## config.mk

```make
export PLATFORM = sky130hd
export DESIGN_NAME = sdram_cmd_guard
export DESIGN_NICKNAME = d
export VERILOG_FILES = /design/src/rtl/sdram_guard_pkg.sv /design/src/rtl/sdram_cfg_decode.sv /design/src/rtl/sdram_gap_timer.sv /design/src/rtl/sdram_cmd_guard.sv
export SDC_FILE = /design/constraint.sdc
export NUM_CORES = 1
export LEC_CHECK = 0
export ABC_AREA = 1
export CAP_MARGIN = 20
export CORE_MARGIN = 1
export CORE_UTILIZATION = 45
export DETAILED_ROUTE_END_ITERATION = 10
export PLACE_DENSITY = 0.65
export SLEW_MARGIN = 20
export SYNTH_ARGS = -nofsm -noshare
export SYNTH_HDL_FRONTEND = slang
export SYNTH_SLANG_ARGS = --single-unit
```

## constraint.sdc

```tcl
create_clock -name clk -period 4.34 [get_ports clk]
set_clock_uncertainty 0.1 [all_clocks]
set_input_delay 0.651 -clock clk [delete_from_list [all_inputs] [get_ports clk]]
set_output_delay 0.651 -clock clk [all_outputs]
set_load 0.01 [all_outputs]
```

## src/rtl/sdram_guard_pkg.sv

```systemverilog
package sdram_guard_pkg;

    typedef enum logic [1:0] {
        CMD_ACT = 2'b00,
        CMD_RD  = 2'b01,
        CMD_WR  = 2'b10,
        CMD_PRE = 2'b11
    } sdr_cmd_e;

    typedef enum logic {
        TMR_IDLE = 1'b0,
        TMR_HOLD = 1'b1
    } tmr_state_e;

    localparam int unsigned NUM_WIN    = 4;
    localparam int unsigned WIN_PRE_ACT = 0;
    localparam int unsigned WIN_WR_ACT  = 1;
    localparam int unsigned WIN_ACT_RW  = 2;
    localparam int unsigned WIN_WR_PRE  = 3;

endpackage

```

## src/rtl/sdram_cfg_decode.sv

```systemverilog
module sdram_cfg_decode #(
    parameter int unsigned PRE_W         = 3,
    parameter int unsigned RCD_W         = 2,
    parameter int unsigned WRD_W         = 3,
    parameter int unsigned CNT_W         = 4,
    parameter int unsigned RASDN_PRE_MAX = 2,
    localparam int unsigned CFG_W        = PRE_W + RCD_W + WRD_W
) (
    input  logic [CFG_W-1:0] cfg_i,
    input  logic             ras_down_i,
    output logic [CNT_W-1:0] pre_gap_o,
    output logic [CNT_W-1:0] rcd_gap_o,
    output logic [CNT_W-1:0] wr_act_gap_o,
    output logic [CNT_W-1:0] wr_pre_gap_o,
    output logic             cfg_err_o
);

    localparam logic [RCD_W-1:0] RCD_TOP = '1;

    logic [PRE_W-1:0] pre_c;
    logic [RCD_W-1:0] rcd_c;
    logic [WRD_W-1:0] wrd_c;
    logic [CNT_W-1:0] pre_n;
    logic             rsv_hit;
    logic             inh_hit;

    always_comb begin
        pre_c = cfg_i[PRE_W-1:0];
        rcd_c = cfg_i[PRE_W +: RCD_W];
        wrd_c = cfg_i[PRE_W+RCD_W +: WRD_W];
    end

    // gap lengths in clock cycles
    always_comb begin
        pre_n        = CNT_W'(pre_c) + CNT_W'(1);
        pre_gap_o    = pre_n;
        rcd_gap_o    = (rcd_c == '0) ? CNT_W'(2) : CNT_W'(rcd_c) + CNT_W'(1);
        wr_act_gap_o = pre_n + CNT_W'(wrd_c);
        wr_pre_gap_o = CNT_W'(wrd_c);
    end

    // reserved and mode-inhibited settings
    always_comb begin
        rsv_hit   = (rcd_c == '0);
        inh_hit   = ras_down_i &&
                    ((rcd_c == RCD_TOP) || (pre_c > PRE_W'(RASDN_PRE_MAX)));
        cfg_err_o = rsv_hit || inh_hit;
    end

endmodule

```

## src/rtl/sdram_gap_timer.sv

```systemverilog
module sdram_gap_timer
    import sdram_guard_pkg::*;
#(
    parameter int unsigned CNT_W = 4
) (
    input  logic             clk,
    input  logic             rst_n,
    input  logic             load_i,
    input  logic [CNT_W-1:0] gap_i,
    output logic             open_o
);

    tmr_state_e       state_q, state_d;
    logic [CNT_W-1:0] cnt_q, cnt_d;
    logic             long_gap;

    always_comb begin
        long_gap = (gap_i > CNT_W'(1));
    end

    // next-state logic
    always_comb begin
        state_d = state_q;
        cnt_d   = cnt_q;
        unique case (state_q)
            TMR_IDLE: begin
                if (load_i && long_gap) begin
                    state_d = TMR_HOLD;
                    cnt_d   = gap_i - CNT_W'(1);
                end
            end
            TMR_HOLD: begin
                if (load_i) begin
                    if (long_gap) begin
                        state_d = TMR_HOLD;
                        cnt_d   = gap_i - CNT_W'(1);
                    end else begin
                        state_d = TMR_IDLE;
                        cnt_d   = '0;
                    end
                end else if (cnt_q == CNT_W'(1)) begin
                    state_d = TMR_IDLE;
                    cnt_d   = '0;
                end else begin
                    cnt_d = cnt_q - CNT_W'(1);
                end
            end
        endcase
    end

    // state register
    always_ff @(posedge clk) begin
        if (!rst_n) begin
            state_q <= TMR_IDLE;
            cnt_q   <= '0;
        end else begin
            state_q <= state_d;
            cnt_q   <= cnt_d;
        end
    end

    // output process
    always_comb begin
        open_o = (state_q == TMR_IDLE);
    end

endmodule

```

## src/rtl/sdram_cmd_guard.sv

```systemverilog
module sdram_cmd_guard
    import sdram_guard_pkg::*;
#(
    parameter int unsigned PRE_W         = 3,
    parameter int unsigned RCD_W         = 2,
    parameter int unsigned WRD_W         = 3,
    parameter int unsigned RASDN_PRE_MAX = 2,
    localparam int unsigned CFG_W        = PRE_W + RCD_W + WRD_W,
    localparam int unsigned CNT_W        = $clog2((1 << PRE_W) + (1 << WRD_W))
) (
    input  logic             clk,
    input  logic             rst_n,
    input  logic [CFG_W-1:0] timing_cfg,
    input  logic             ras_down,
    input  logic             cmd_valid,
    input  logic [1:0]       cmd_code,
    output logic             act_ok,
    output logic             rw_ok,
    output logic             pre_ok,
    output logic             cfg_err
);

    logic [CNT_W-1:0]   pre_gap, rcd_gap, wr_act_gap, wr_pre_gap;
    logic [CNT_W-1:0]   win_gap  [NUM_WIN];
    logic [NUM_WIN-1:0] win_load;
    logic [NUM_WIN-1:0] win_open;
    logic               is_act, is_wr, is_pre;

    sdram_cfg_decode #(
        .PRE_W         (PRE_W),
        .RCD_W         (RCD_W),
        .WRD_W         (WRD_W),
        .CNT_W         (CNT_W),
        .RASDN_PRE_MAX (RASDN_PRE_MAX)
    ) u_decode (
        .cfg_i        (timing_cfg),
        .ras_down_i   (ras_down),
        .pre_gap_o    (pre_gap),
        .rcd_gap_o    (rcd_gap),
        .wr_act_gap_o (wr_act_gap),
        .wr_pre_gap_o (wr_pre_gap),
        .cfg_err_o    (cfg_err)
    );

    always_comb begin
        is_act = cmd_valid && (cmd_code == CMD_ACT);
        is_wr  = cmd_valid && (cmd_code == CMD_WR);
        is_pre = cmd_valid && (cmd_code == CMD_PRE);
    end

    // route each command to the windows it opens
    always_comb begin
        win_load[WIN_PRE_ACT] = is_pre;
        win_load[WIN_WR_ACT]  = is_wr && !ras_down;
        win_load[WIN_ACT_RW]  = is_act;
        win_load[WIN_WR_PRE]  = is_wr && ras_down;
        win_gap[WIN_PRE_ACT]  = pre_gap;
        win_gap[WIN_WR_ACT]   = wr_act_gap;
        win_gap[WIN_ACT_RW]   = rcd_gap;
        win_gap[WIN_WR_PRE]   = wr_pre_gap;
    end

    for (genvar gi = 0; gi < NUM_WIN; gi++) begin : g_win
        sdram_gap_timer #(
            .CNT_W (CNT_W)
        ) u_timer (
            .clk    (clk),
            .rst_n  (rst_n),
            .load_i (win_load[gi]),
            .gap_i  (win_gap[gi]),
            .open_o (win_open[gi])
        );
    end

    always_comb begin
        act_ok = win_open[WIN_PRE_ACT] && win_open[WIN_WR_ACT];
        rw_ok  = win_open[WIN_ACT_RW];
        pre_ok = win_open[WIN_WR_PRE];
    end

endmodule

```

==> flow_summary.json, run 1 <==
{
  "status": "finished, final reports clean",
  "cts_setup_buffers": 0,
  "synth_nets": 267,
  "synth_top_family_by_area": "simple AND/OR/NAND/NOR gates",
  "ys_ff_latch": 20,
  "yosysUniqueCellTypes": 29,
  "netlist_area_um2": 1600,
  "path_clk_slew_ps": 110,
  "ys_seq_area_frac": 0.250,
  "grt_pass1_wl_um": 5320,
  "ant_nets": 0,
  "crit_type": "input pin to output pin",
  "fmax_ghz": 0.313,
  "core_area_um2": 3360,
  "cp.arrival_ps": 2450,
  "area_growth_pct": 17.3,
  "crit_fanout": 6,
  "grt_usage": 0.188,
  "max-clock-path-buffers": 2,
  "drt_wl_total_um": 3150,
  "finalCriticalPeriod_ps": 3200,
  "synth_top_flop_cell": "dfxtp_1",
  "n_antenna_cell": 0,
  "final_layout_size_suffix_gt1_frac": 0.0870,
  "globalplace.congestion": 0.785,
  "synthAdderAreaFrac": 0.161,
  "clock_latency_ps": 310,
  "synth_top_cell_by_area": "dfxtp_1",
  "synthTopCellsByArea": "dfxtp_1, ha_1, nand2_1",
  "fin_crit_sh": 0.737,
  "drtIter0Drc": 46,
  "synth_compound_area_frac": 0.110,
  "globalRouteOverflowTotal": 0,
  "worst_ep_required_time_ps": 3590,
  "synthSimpleGateAreaFrac": 0.323,
  "dieHeight_um": 61.6,
  "start_util": 0.475,
  "power_density_nw_per_um2": 271,
  "drcViolationCount": 0,
  "clockRootBuffer": "clkbuf_4",
  "die-area_um2": 3800,
  "post_drt_via_cell_ratio": 4.72,
  "vias": 1410,
  "die-width_um": 61.6,
  "synth-async-reset-ratio": 0,
  "num_rows": 21,
  "hold_viol_final": 0,
  "synthCells": 233,
  "slew_headroom": 0.654,
  "synth_edf_count": 0,
  "nNetsFinal": 288,
  "cts_max_level": 1,
  "setup_viol": 0,
  "numCtsBuffers": 3,
  "drt-pass1-iter-count": 4,
  "yosysWarnings": 0,
  "wl_per_cell_um": 10.5,
  "yosys.area.top_type_share": 0.250,
  "startpoint_type": "input pin",
  "grt_pass1_vias": 1289,
  "postCtsResizedCells": 0,
  "cp-end-kind": "output pin",
  "cap_viol_max_count": 0,
  "num_io_pins": 18,
  "hold_buffers": 0,
  "syn_avg_cell_area_um2": 6.86,
  "synth_xor_area_frac": 0.0493,
  "io_buffer_count": 17,
  "hold_class": "flip-flop to flip-flop",
  "rsz0062_at_grt": "false",
  "cts_tree": "built",
  "p_leak_uw": 0.000887,
  "dp_slack_ps": 981,
  "maxSlewViolCount": 0,
  "worst_slew_pin_slew_ps": 518,
  "fin_tns_setup_ps": 0,
  "cts_sinks": 20,
  "synth_mux_area_frac": 0,
  "antenna_found_initial": 0,
  "ir_drop_uv": 274,
  "dp_hpwl_um": 2510,
  "worst_slack_ps": 1140,
  "grt_max_degree": 16
}
-- per-stage QoR --
step,power (uW),cells,hold slack [ps],util,cell area (um^2)
final,509,299,378,0.558,1880
after global routing,544,299,415,0.558,1880
after CTS,514,299,378,0.558,1880
after detailed placement,358,295,361,0.542,1820
after global placement,357,295,365,0.542,1820
after floorplan,315,233,343,-,1600
-- sequential cells by signal (all words and copies together), names as in the netlist --
name,flops
g_win.u_timer.state_q,4
g_win.u_timer.cnt_q,16
-- cells in the final DEF, fill, tap and decap left out, drive strengths merged --
cell type      instances
nand2                 50
inv                   44
nor2                  27
nand3                 21
dfxtp                 20
ha                    19
a21oi                 17
clkdlybuf4s50         17
o21ai                 10
xor2                   7
nor3                   4
o22ai                  3
clkbuf                 3
xnor2                  2
nand4                  2
nand3b                 1
a31oi                  1
or3                    1
a2bb2oi                1
o211ai                 1
fa                     1
bufinv                 1
-- Yosys cell counts (3+ instances only) --
cell and n:
nand2_1 44, inv_1 42, nor2_1 22, dfxtp_1 20, ha_1 19, a21oi_1 17, nand3_1 17, o21ai_0 9
xor2_1 7, nand2_2 5, nor3_1 4, nand3_2 3, nor2_2 3, o22ai_1 3
-- worst max-delay path, cell delays in order --
cell and delay [ps]:
clkdlybuf4s50_1 540, inv_1 140, ha_1 220, o21ai_0 170, o21ai_0 90, o21ai_0 80, clkdlybuf4s50_1 550
-- worst paths after layout --
| check | startpoint | endpoint | slack, ps | depth (start not counted) |
|---|---|---|---|---|
| hold reg to reg | g_win[3].u_timer.cnt_q[1] | g_win[3].u_timer.cnt_q[1] | 380 | 2 |
| hold / removal | g_win[3].u_timer.cnt_q[1] | g_win[3].u_timer.cnt_q[1] | 380 | 2 |
| setup reg to reg | g_win[1].u_timer.cnt_q[0] | g_win[1].u_timer.cnt_q[1] | 2910 | 6 |
| setup / recovery | timing_cfg[0] | cfg_err | 1140 | 7 |
-- layout make-up --
class                           instances  area (um^2)
Clock buffer                            3         22.5
Clock inverter                          1         30.0
Fill cell                             341         1490
Inverter                               44          165
Multi-Input combinational cell        168         1030
Sequential cell                        20          400
Tap cell                               46         57.6
Timing Repair Buffer                   17          170
-- report_power, final --
part	total (uW)	internal (uW)	switching [uW]
clock	155	93.4	61.3
combinational	150	65.3	84.2
sequential	205	195	9.70
-- cells by family after synthesis --
kind of cell | count (synthesis)
adder cells (fa/ha/maj) | 20
buffers and inverters | 45
flip-flops | 20
AND/OR/NAND/NOR | 106
AO/OA/AOI/OAI | 33
XOR/XNOR | 9
-- layer usage --
| metal | track usage | vias up | part of all wire |
|---|---|---|---|
| li1 | - | 786 | - |
| met1 | 0.252 | 607 | 0.52 |
| met2 | 0.310 | 15 | 0.44 |
| met3 | 0.0441 | 2 | 0.037 |
| met4 | 0.0381 | 0 | 0.0067 |
| met5 | 0 | - | 0 |
No activity file was read; power rests on OpenSTA's default activity.
==> run 2: changes to the inputs <==
Settings changed: PLACE_DENSITY 0.65 to 0.68.
Clock period 4.34 ns to 2.9 ns, I/O delays scaled along.
==> flow_summary.json, run 2 (synthesis results as in run 1) <==
{
  "regMostFlops": "g_win.u_timer.cnt_q",
  "grt_pass1_wl_um": 5510,
  "path_common_cell": "o21ai_0",
  "crit_family": "buffers and inverters",
  "clock_latency_ps": 320,
  "max-clock-path-buffers": 2,
  "path_clk_slew_ps": 110,
  "num_rows": 21,
  "die-width_um": 61.6,
  "cts_sinks": 20,
  "final_core_util": 0.576,
  "ir_drop_uv": 287,
  "post_drt_via_cell_ratio": 4.68,
  "cts_max_level": 1,
  "rsz0062_at_grt": "false",
  "worst_ep_required_time_ps": 2370,
  "start_util": 0.475,
  "dieHeight_um": 61.6,
  "startpoint_type": "input pin",
  "ant_nets": 0,
  "grt_pass1_vias": 1296,
  "finalCriticalPeriod_ps": 2770,
  "n_antenna_cell": 0,
  "setup_viol": 0,
  "cp_slowest_cell": "clkdlybuf4s50_1",
  "fin_tns_setup_ps": 0,
  "cap_viol_max_count": 0,
  "grt_max_degree": 16,
  "grt_usage": 0.200,
  "cpPeakStageDelay_ps": 560,
  "hold_buffers": 0,
  "final_layout_size_suffix_gt1_frac": 0.115,
  "crit_chain": "clkdlybuf4s50_1 > inv_1 > buf_4 > ha_1 > o21ai_0 > o21ai_0 > o21ai_0 > clkdlybuf4s50_1",
  "num_io_pins": 18,
  "drtIter0Drc": 64,
  "cp.arrival_ps": 2240,
  "postCtsResizedCells": 0,
  "dp_slack_ps": -29.9,
  "hold_slack_ps": 374,
  "drt-pass1-iter-count": 4,
  "fin_crit_sh": 0.956,
  "fmax_ghz": 0.361,
  "drt_wl_total_um": 3300,
  "largest_register_ffs": 16,
  "status": "finished, final reports clean",
  "globalRouteOverflowTotal": 0,
  "globalplace.congestion": 0.840,
  "maxSlewViolCount": 0,
  "path_buf_inv": 4,
  "core_area_um2": 3360,
  "io_buffer_count": 17,
  "p_leak_uw": 0.000926,
  "die-area_um2": 3800,
  "mostFrequentLayoutCells": "nand2_1, inv_1, nor2_1",
  "worst_slack_ps": 127,
  "area_growth_pct": 21.0,
  "cts_tree": "built",
  "top_regs": "g_win.u_timer.cnt_q (16), g_win.u_timer.state_q (4)",
  "nNetsFinal": 296,
  "hold_class": "flip-flop to flip-flop",
  "antenna_found_initial": 0,
  "numCtsBuffers": 3,
  "worst_slew_pin_slew_ps": 494,
  "hold_viol_final": 0,
  "vias": 1438,
  "cts_setup_buffers": 0,
  "clockRootBuffer": "clkbuf_4",
  "crit_type": "input pin to output pin",
  "slew_headroom": 0.670,
  "drcViolationCount": 0,
  "final_area_um2": 1940,
  "crit_fanout": 4,
  "wl_per_cell_um": 10.7,
  "placed_area_um2": 1880,
  "cp-end-kind": "output pin",
  "power_density_nw_per_um2": 401,
  "final_common_cell": "nand2_1",
  "dp_hpwl_um": 2610
}
## run 2: cell type report
class	count	area, um^2
inverters	44	165
flip-flops and latches	20	400
fillers	345	1430
repair buffers	25	230
well taps	46	57.6
clock inverters	1	30.0
clock buffers	3	22.5
multi-input cells	168	1030
## run 2: worst register-to-register path, cell delays in order, from the launching register on
cell and delay [ps]:
dfxtp_1 380, inv_1 80, ha_1 290, or3_1 340, nand2_1 60, inv_1 30, a21oi_1 110
## run 2: where the power goes
group	total [uW]	switching [uW]	leakage, uW	internal, uW
logic	234	127	0.000735	107
clock network	235	94.9	0.0000279	140
registers	307	14.8	0.000163	292
## run 2: metal layers
metal  GRT usage  wire [um]  part of all wire
met3      0.0441        107             0.032
met5           0          0                 0
met1       0.259       1650              0.50
met2       0.335       1500              0.46
met4      0.0571         40             0.012
## run 2: final timing paths
path	start	to	slack (ps)	cells after the start
worst max-delay path	timing_cfg[0]	cfg_err	130	8
worst min-delay path	g_win[3].u_timer.cnt_q[1]	g_win[3].u_timer.cnt_q[1]	370	2
worst max register to register	g_win[1].u_timer.cnt_q[0]	g_win[1].u_timer.cnt_q[1]	1440	6
worst min register to register	g_win[3].u_timer.cnt_q[1]	g_win[3].u_timer.cnt_q[1]	370	2
## run 2: through the flow
stage / std cells / total power [uW]
after floorplan: 233 / 471
after global placement: 303 / 545
after detailed placement: 303 / 547
after CTS: 307 / 782
after global routing: 307 / 828
final: 307 / 775
==> run 3: changes to the inputs <==
Settings changed: CTS_CLUSTER_SIZE set to 8, DONT_BUFFER_PORTS set to 1, PLACE_DENSITY 0.68 to 0.61, SKIP_CTS_REPAIR_TIMING set to 1.
==> flow_summary.json, run 3 (synthesis results as in run 1) <==
{
  "drt-pass1-iter-count": 4,
  "final_layout_size_suffix_gt1_frac": 0.0932,
  "final_area_um2": 1710,
  "grt_usage": 0.182,
  "slew_headroom": 0.655,
  "numCtsBuffers": 3,
  "path_clk_slew_ps": 120,
  "n_antenna_cell": 0,
  "dp_slack_ps": 350,
  "drcViolationCount": 0,
  "nNetsFinal": 271,
  "max-clock-path-buffers": 2,
  "ir_drop_uv": 280,
  "worst_ep_required_time_ps": 3020,
  "setup_viol": 0,
  "r2r-end": "g_win[1].u_timer.cnt_q[1]",
  "placed_area_um2": 1650,
  "start_util": 0.475,
  "grt_pass1_wl_um": 5110,
  "reg2reg_from": "g_win[1].u_timer.cnt_q[0]",
  "regMostFlops": "g_win.u_timer.cnt_q",
  "largest_register_ffs": 16,
  "power_density_nw_per_um2": 426,
  "worst_slew_pin_slew_ps": 518,
  "min_path_cells": 2,
  "drt_wl_total_um": 3070,
  "num_rows": 21,
  "startpoint_type": "input pin",
  "drtIter0Drc": 44,
  "holdPathEnd": "g_win[0].u_timer.cnt_q[2]",
  "grt_max_degree": 16,
  "cp.arrival_ps": 2330,
  "antenna_found_initial": 0,
  "dp_cells": 278,
  "io_buffer_count": 0,
  "status": "finished, final reports clean",
  "final_common_cell": "nand2_1",
  "fin_cells": 282,
  "clock_latency_ps": 310,
  "clockRootBuffer": "clkbuf_4",
  "rr_worst_depth": 6,
  "die-area_um2": 3800,
  "cts_tree": "built",
  "cts_max_level": 1,
  "dp_hpwl_um": 2500,
  "rsz0062_at_grt": "false",
  "crit_fanout": 6,
  "globalRouteOverflowTotal": 0,
  "hold_slack_ps": 107,
  "finalCriticalPeriod_ps": 2210,
  "wl_per_cell_um": 10.9,
  "ant_nets": 0,
  "mostFrequentLayoutCells": "nand2_1, inv_1, nor2_1",
  "dieHeight_um": 61.6,
  "hold_viol_final": 0,
  "fin_crit_sh": 0.762,
  "num_io_pins": 18,
  "die-width_um": 61.6,
  "area_growth_pct": 6.65,
  "maxSlewViolCount": 0,
  "cap_viol_max_count": 0,
  "p_leak_uw": 0.000819,
  "worst_slack_ps": 691,
  "r2r_slack_ps": 1480,
  "globalplace.congestion": 0.762,
  "post_drt_via_cell_ratio": 4.77,
  "top_regs": "g_win.u_timer.cnt_q (16), g_win.u_timer.state_q (4)",
  "fin_tns_setup_ps": 0,
  "hold_start": "rst_n",
  "crit_type": "input pin to flip-flop",
  "hold_class": "input pin to flip-flop",
  "grt_pass1_vias": 1251,
  "core_area_um2": 3360,
  "fmax_ghz": 0.453,
  "vias": 1345,
  "cp-end-kind": "flip-flop",
  "cts_sinks": 20
}
[run 3: cell types whose count changed in the layout (fill, tap and decap cells not counted)]
cell,before,now
buf_4,8,0
clkdlybuf4s50_1,17,0
[run 3: how the worst max path moves through the flow]
stage | from | end | slack [ps] | cells past startpoint
after floorplan | timing_cfg[0] | g_win[1].u_timer.cnt_q[3] | 480 | 13
after global placement | timing_cfg[0] | g_win[1].u_timer.cnt_q[3] | 400 | 13
after detailed placement | timing_cfg[0] | g_win[1].u_timer.cnt_q[3] | 350 | 13
after CTS | timing_cfg[0] | g_win[1].u_timer.cnt_q[3] | 700 | 13
after global routing | timing_cfg[0] | g_win[1].u_timer.cnt_q[2] | 510 | 13
final | timing_cfg[0] | g_win[1].u_timer.cnt_q[3] | 690 | 13
[run 3: final cells by class]
cell class              count  area [um^2]
flip-flops and latches     20          400
fillers                   366         1660
clock inverters             1         30.0
multi-input cells         168         1030
clock buffers               3         22.5
inverters                  44          165
well taps                  46         57.6
[run 3: worst max-delay path: stages]
cell and delay, ps:
inv_1 80, ha_1 390, fa_1 530, inv_1 70, ha_1 220, nor2_1 130, nor2_2 70, nand3_4 100
nand2_4 80, nand2_2 70, nand2_1 50, nor2_1 80, nor2_1 40
[run 3: metrics by stage]
| stage | utilization | power, uW |
|---|---|---|
| after detailed placement | 0.491 | 503 |
| final | 0.507 | 727 |
| after global placement | 0.491 | 502 |
| after global routing | 0.507 | 777 |
| after floorplan | - | 471 |
| after CTS | 0.507 | 737 |
[run 3: power breakdown]
| group | leakage (uW) | switching, uW | internal (uW) |
|---|---|---|---|
| logic | 0.000628 | 112 | 77.0 |
| registers | 0.000163 | 14.6 | 292 |
| clock network | 0.0000279 | 92.1 | 140 |
| total | 0.000819 | 218 | 509 |
[run 3: layer usage]
layer | vias to the layer above | part of all wire | GRT usage
li1 | 746 | - | -
met1 | 585 | 0.47 | 0.221
met2 | 10 | 0.47 | 0.323
met3 | 4 | 0.048 | 0.0546
met4 | 0 | 0.0072 | 0.0286
met5 | - | 0 | 0
